**config.mk**
```make
export PLATFORM = sky130hd
export DESIGN_NAME = tsl_channel
export DESIGN_NICKNAME = d
export VERILOG_FILES = /design/src/rtl/tsl_pkg.sv /design/src/rtl/tsl_lock.sv /design/src/rtl/tsl_regs.sv /design/src/rtl/tsl_channel.sv
export SDC_FILE = /design/constraint.sdc
export NUM_CORES = 1
export LEC_CHECK = 0
export BUFFER_PORTS_ARGS = -buffer_cell sky130_fd_sc_hd__buf_2
export CAP_MARGIN = 25
export CORE_ASPECT_RATIO = 1.2
export CORE_MARGIN = 2
export CORE_UTILIZATION = 46
export DETAILED_ROUTE_END_ITERATION = 10
export GPL_TIMING_DRIVEN = 1
export PLACE_DENSITY = 0.87
export SLEW_MARGIN = 20
export SYNTH_ARGS = -nofsm -noshare
export SYNTH_HDL_FRONTEND = slang
export SYNTH_SLANG_ARGS = --single-unit
```
**constraint.sdc**
```tcl
create_clock -name clk -period 1.5 [get_ports clk]
set_clock_uncertainty 0.15 [all_clocks]
set_input_delay 0 -clock clk [delete_from_list [all_inputs] [get_ports clk]]
set_output_delay 0 -clock clk [all_outputs]
set_load 0.02 [all_outputs]
```
**src/rtl/tsl_pkg.sv**
```systemverilog
package tsl_pkg;
  typedef enum logic [1:0] {
    MSG_SYNC  = 2'd0,
    MSG_DREQ  = 2'd1,
    MSG_OTHER = 2'd2
  } msg_kind_t;

  localparam logic [31:0] OFF_CTRL   = 32'h0;
  localparam logic [31:0] OFF_STAT   = 32'h4;
  localparam logic [31:0] OFF_SNAPLO = 32'h8;
  localparam logic [31:0] OFF_SNAPHI = 32'hC;

  // byte address of a channel's control word
  function automatic logic [31:0] chan_base(input int unsigned idx);
    return 32'h40 + 32'h20 * idx;
  endfunction

  // does a decision of this kind freeze the snapshot for this role
  function automatic logic qualifies(input logic master, input logic [1:0] kind);
    return master ? (kind == MSG_DREQ) : (kind == MSG_SYNC);
  endfunction
endpackage

```
**src/rtl/tsl_lock.sv**
```systemverilog
module tsl_lock
  import tsl_pkg::*;
#(
  parameter int TW = 64
) (
  input  logic          clk,
  input  logic          rst_n,
  input  logic [TW-1:0] sys_time,
  input  logic          sfd,
  input  logic          msg_valid,
  input  logic [1:0]    msg_type,
  input  logic          master,
  input  logic          ts_all,
  input  logic          rel_req,
  output logic [TW-1:0] snapshot,
  output logic          locked,
  output logic          lock_set,
  output logic          capture
);
  logic pending;

  assign lock_set = msg_valid & pending & ~ts_all & ~locked & qualifies(master, msg_type);
  assign capture  = sfd & ~locked & ~lock_set;

  always_ff @(posedge clk) begin
    if (!rst_n) begin
      snapshot <= '0;
      pending  <= 1'b0;
      locked   <= 1'b0;
    end else begin
      if (capture) snapshot <= sys_time;
      if (capture)        pending <= 1'b1;
      else if (msg_valid) pending <= 1'b0;
      if (lock_set)     locked <= 1'b1;
      else if (rel_req) locked <= 1'b0;
    end
  end

  a_r3_capture: assert property (@(posedge clk) disable iff (!rst_n)
    capture |=> snapshot == $past(sys_time));
  a_r6_locked_hold: assert property (@(posedge clk) disable iff (!rst_n)
    locked |=> $stable(snapshot));
  a_r9_lock_wins: assert property (@(posedge clk) disable iff (!rst_n)
    lock_set |=> locked);
  a_r7_no_lock_all: assert property (@(posedge clk) disable iff (!rst_n)
    (ts_all && !locked) |=> !locked);
endmodule

```
**src/rtl/tsl_regs.sv**
```systemverilog
module tsl_regs
  import tsl_pkg::*;
#(
  parameter int AW   = 12,
  parameter int DW   = 32,
  parameter int CHAN = 1
) (
  input  logic            clk,
  input  logic            rst_n,
  input  logic [AW-1:0]   bus_addr,
  input  logic            bus_wr,
  input  logic            bus_rd,
  input  logic [DW-1:0]   bus_wdata,
  input  logic            locked,
  input  logic [2*DW-1:0] snapshot,
  output logic [DW-1:0]   bus_rdata,
  output logic            master,
  output logic            ts_all,
  output logic            rel_req
);
  localparam logic [31:0] BASE = chan_base(CHAN);

  logic [31:0]   addr_ext;
  logic          sel_ctrl, sel_stat, sel_lo, sel_hi;
  logic [DW-1:0] hi_hold;

  assign addr_ext = 32'(bus_addr);
  assign sel_ctrl = addr_ext == BASE + OFF_CTRL;
  assign sel_stat = addr_ext == BASE + OFF_STAT;
  assign sel_lo   = addr_ext == BASE + OFF_SNAPLO;
  assign sel_hi   = addr_ext == BASE + OFF_SNAPHI;
  assign rel_req  = bus_wr & sel_stat & bus_wdata[0];

  always_ff @(posedge clk) begin
    if (!rst_n) begin
      master  <= 1'b0;
      ts_all  <= 1'b0;
      hi_hold <= '0;
    end else begin
      if (bus_wr && sel_ctrl) begin
        master <= bus_wdata[0];
        ts_all <= bus_wdata[1];
      end
      if (bus_rd && sel_lo) hi_hold <= snapshot[2*DW-1:DW];
    end
  end

  always_comb begin
    bus_rdata = '0;
    if (sel_ctrl)    bus_rdata = {{(DW-2){1'b0}}, ts_all, master};
    else if (sel_stat) bus_rdata = {{(DW-1){1'b0}}, locked};
    else if (sel_lo) bus_rdata = snapshot[DW-1:0];
    else if (sel_hi) bus_rdata = hi_hold;
  end

  a_r10_hold: assert property (@(posedge clk) disable iff (!rst_n)
    (bus_rd && sel_lo) |=> hi_hold == $past(snapshot[2*DW-1:DW]));
endmodule

```
**src/rtl/tsl_channel.sv**
```systemverilog
module tsl_channel
  import tsl_pkg::*;
#(
  parameter int AW   = 12,
  parameter int DW   = 32,
  parameter int CHAN = 1,
  localparam int TW  = 2 * DW
) (
  input  logic          clk,
  input  logic          rst_n,
  input  logic [TW-1:0] sys_time,
  input  logic          sfd,
  input  logic          msg_valid,
  input  logic [1:0]    msg_type,
  input  logic [AW-1:0] bus_addr,
  input  logic          bus_wr,
  input  logic          bus_rd,
  input  logic [DW-1:0] bus_wdata,
  output logic [DW-1:0] bus_rdata,
  output logic          locked_o
);
  logic          master, ts_all, rel_req;
  logic          locked, lock_set, capture;
  logic [TW-1:0] snapshot;

  tsl_regs #(.AW(AW), .DW(DW), .CHAN(CHAN)) u_regs (
    .clk, .rst_n, .bus_addr, .bus_wr, .bus_rd, .bus_wdata,
    .locked, .snapshot, .bus_rdata, .master, .ts_all, .rel_req
  );

  tsl_lock #(.TW(TW)) u_lock (
    .clk, .rst_n, .sys_time, .sfd, .msg_valid, .msg_type,
    .master, .ts_all, .rel_req, .snapshot, .locked, .lock_set, .capture
  );

  assign locked_o = locked;

  a_r8_release: assert property (@(posedge clk) disable iff (!rst_n)
    (rel_req && !lock_set) |=> !locked_o);
  a_r6_no_capture_locked: assert property (@(posedge clk) disable iff (!rst_n)
    locked_o |-> !capture);
endmodule

```
==> metrics.txt <==
area overhead of the layout relative to synthesis=45.5%; min Tclk post-route=1.58 ns; clock tree from TritonCTS=done; total power divided by cell area=951 nW/um^2; via count normalized by instance count=5.10; number of antenna violations at the first check in global routing=0; CTS H-tree depth=3; Worst Setup End Kind=flip-flop; average wire length per cell after detail routing=15.4 microns; final standard cell utilization of the core=0.685; global placer's final weighted congestion=0.745; start point of the worst min-delay path=rst_n; number of setup violations in the final report=58; Max VDD drop=0.650 mV; share of layout cells above drive strength 1=0.252; via count of the first global-routing pass=4226; clock slew seen by the registers of the worst setup and hold paths=around 0.07 ns; Post-synth ARST share=0; Skew-Pair Late Insertion Delay=0.34 ns; proportion of synthesized chip area in sequential cells=0.447; CTS buffer count=9; area of all placed cells without fillers=6510 sq um; biggest area contributors in the synthesized netlist=sky130_fd_sc_hd__dfxtp_1, sky130_fd_sc_hd__mux2i_1, sky130_fd_sc_hd__nand2_1; final worst-path setup slack=-0.0763 ns; Crit Reg-Reg Startpoint=u_regs.ts_all; post-detailed-route DRC marker count=0; 1st-pass router iterations=4; DPL Wire Length=6.87 mm; die height=112 microns; Final Routed Wirelength=12.4 mm; Syn Nets=600; kind of critical path=flip-flop to flip-flop; Mapped Area=4480 sq um; RSZ-0062 raised after global routing=true; count of pins over their slew limit=0; Synth cell types=27; number of warnings reported in the yosys synthesis log=0; category of the worst setup path launch point=flip-flop; FMAX=approximately 0.63 GHz; overall track demand over capacity in global routing=0.224; remaining antenna violation count=0; number of vias in the routed layout=approximately 4100; Max transition margin=0.702; maximum number of pins on one net before global-route repair=49; Ports=149; first-pass GRT wire length=18.7 mm; ys flop type=sky130_fd_sc_hd__dfxtp_1; top cell types by occurrence after synthesis=sky130_fd_sc_hd__nand2_1, sky130_fd_sc_hd__mux2i_1, sky130_fd_sc_hd__dfxtp_1, sky130_fd_sc_hd__nor2_1, sky130_fd_sc_hd__clkbuf_1; leading area contributor after synthesis=sky130_fd_sc_hd__dfxtp_1; top-count cell post-synth=sky130_fd_sc_hd__nand2_1; portion of synthesized cell area occupied by the leading cell type=0.447; # diodes=0; total number of clock tree sinks=100; Die Outline Area=10500 sq um; synthesized netlist cell count=484; initial cell density of the core=0.470; Maximum Capacitance Violations=0; Critical Path Source=u_regs.ts_all; leakage power of the design=2.91 nW; average footprint of a synthesized cell=9.25 sq um; violated checks=setup timing; total number of placement rows=39; #FFs+latches synth=100; actual transition at the worst max-transition pin=0.445 ns; cell count of the worst hold path=4; Root Driver=sky130_fd_sc_hd__clkbuf_16; critical path data arrival time=1.68 ns; Die Span X=94.1 microns; leftover overflow at the end of global routing=0; largest driver fanout on the critical path=16; final cycle utilization of the critical path=1.05; area of the core=9520 sq um; Max Buffers Root-to-Sink=2; final-report hold violation count=0; type of the worst min-delay path=input pin to flip-flop; buffers added on ports=about 120; cell area after placement=approximately 5200 sq um; Worst Reg-to-Reg Cells=5; run status=finished with violations; total number of nets in the final design=793; DRT iter0 DRCs=150; setup slack after placement=-0.0632 ns; data required time of the worst path=1.61 ns; count of flip-flops with a built-in enable after synthesis=0
[logic make-up after synthesis]
group,after synthesis,share of synthesized area
buffers and inverters,37,0.0548
AOI/OAI and AO/OA,5,0.00838
muxes,130,0.293
DFF,100,0.447
xor gates and xnor gates,1,0.00196
and+or+nand+nor,211,0.194
[placed cells by master (no fill, tap or decap), types with 2 or more instances in the layout]
cell / n
sky130_fd_sc_hd__dlygate4sd3_1: 78
sky130_fd_sc_hd__nand4_1: 2
sky130_fd_sc_hd__bufinv_16: 2
sky130_fd_sc_hd__dfxtp_1: 97
sky130_fd_sc_hd__nand2_1: 164
sky130_fd_sc_hd__clkinvlp_4: 2
sky130_fd_sc_hd__o21a_1: 2
sky130_fd_sc_hd__buf_6: 3
sky130_fd_sc_hd__buf_4: 10
sky130_fd_sc_hd__dfxtp_2: 2
sky130_fd_sc_hd__buf_16: 2
sky130_fd_sc_hd__and4bb_2: 2
sky130_fd_sc_hd__nor2_1: 32
sky130_fd_sc_hd__mux2i_1: 129
sky130_fd_sc_hd__clkbuf_16: 13
sky130_fd_sc_hd__buf_2: 116
sky130_fd_sc_hd__nor2b_1: 2
sky130_fd_sc_hd__buf_12: 6
sky130_fd_sc_hd__clkbuf_8: 2
[through the flow]
step	hold WS, ns	cells	power (W)	TNS, ns
final	0.0520	805	0.00619	-2.03
after CTS	0.0362	797	0.00612	-1.32
after global routing	0.0595	805	0.00640	-4.82
after floorplan	-0.00790	484	0.00323	0
after detailed placement	0.105	702	0.00345	-0.387
after global placement	0.0984	702	0.00342	0
[critical path, stage by stage, from the launching register on]
cell	delay, ns
sky130_fd_sc_hd__dfxtp_2	0.33
sky130_fd_sc_hd__and4bb_2	0.25
sky130_fd_sc_hd__a21oi_4	0.17
sky130_fd_sc_hd__buf_12	0.17
sky130_fd_sc_hd__buf_16	0.18
sky130_fd_sc_hd__mux2i_1	0.22
[what timing repair did]
item | 4_1_cts | 5_1_grt
endpoints found under the hold margin | 72 | 0
hold buffers | 79 | 0
endpoints found under the setup margin | 65 | 70
cloned | 0 | 5
resized for setup | 1 | 15
buffers inserted | 0 | 4
pin swaps | 0 | 1
[registers in the layout (all words and copies together) (netlist names)]
signal           flops
u_lock.pending       1
u_regs.master        1
u_regs.ts_all        1
u_regs.hi_hold      32
u_lock.snapshot     64
u_lock.locked        1
[layer usage]
layer	GRT usage	part of all wire	vias up	routed length, microns
li1	-	-	1989	-
met1	0.243	0.40	1955	5030
met2	0.423	0.53	138	6610
met3	0.0336	0.039	25	485
met4	0.0928	0.025	0	308
met5	0	0	-	0
[area by class of cell]
cell class	instances	area, sq um
clock inverter	5	83.8
multi-input combinational	347	2270
clock buffer	11	253
timing repair buffer	219	1750
fill	669	3000
sequential	100	2010
tap	123	154
[final timing paths]
check | end | slack (ns)
max | u_lock.snapshot[3] | -0.08
min | u_lock.snapshot[20] | 0.05
max reg2reg | u_lock.snapshot[3] | -0.08
min reg2reg | u_regs.hi_hold[0] | 0.31
[report_power, final]
part	switching (W)	leakage [nW]	internal [W]
Combinational	0.000362	1.94	0.000455
Clock	0.00100	0.158	0.00156
Sequential	0.0000491	0.820	0.00277
Power figures use the tool's default switching activity.
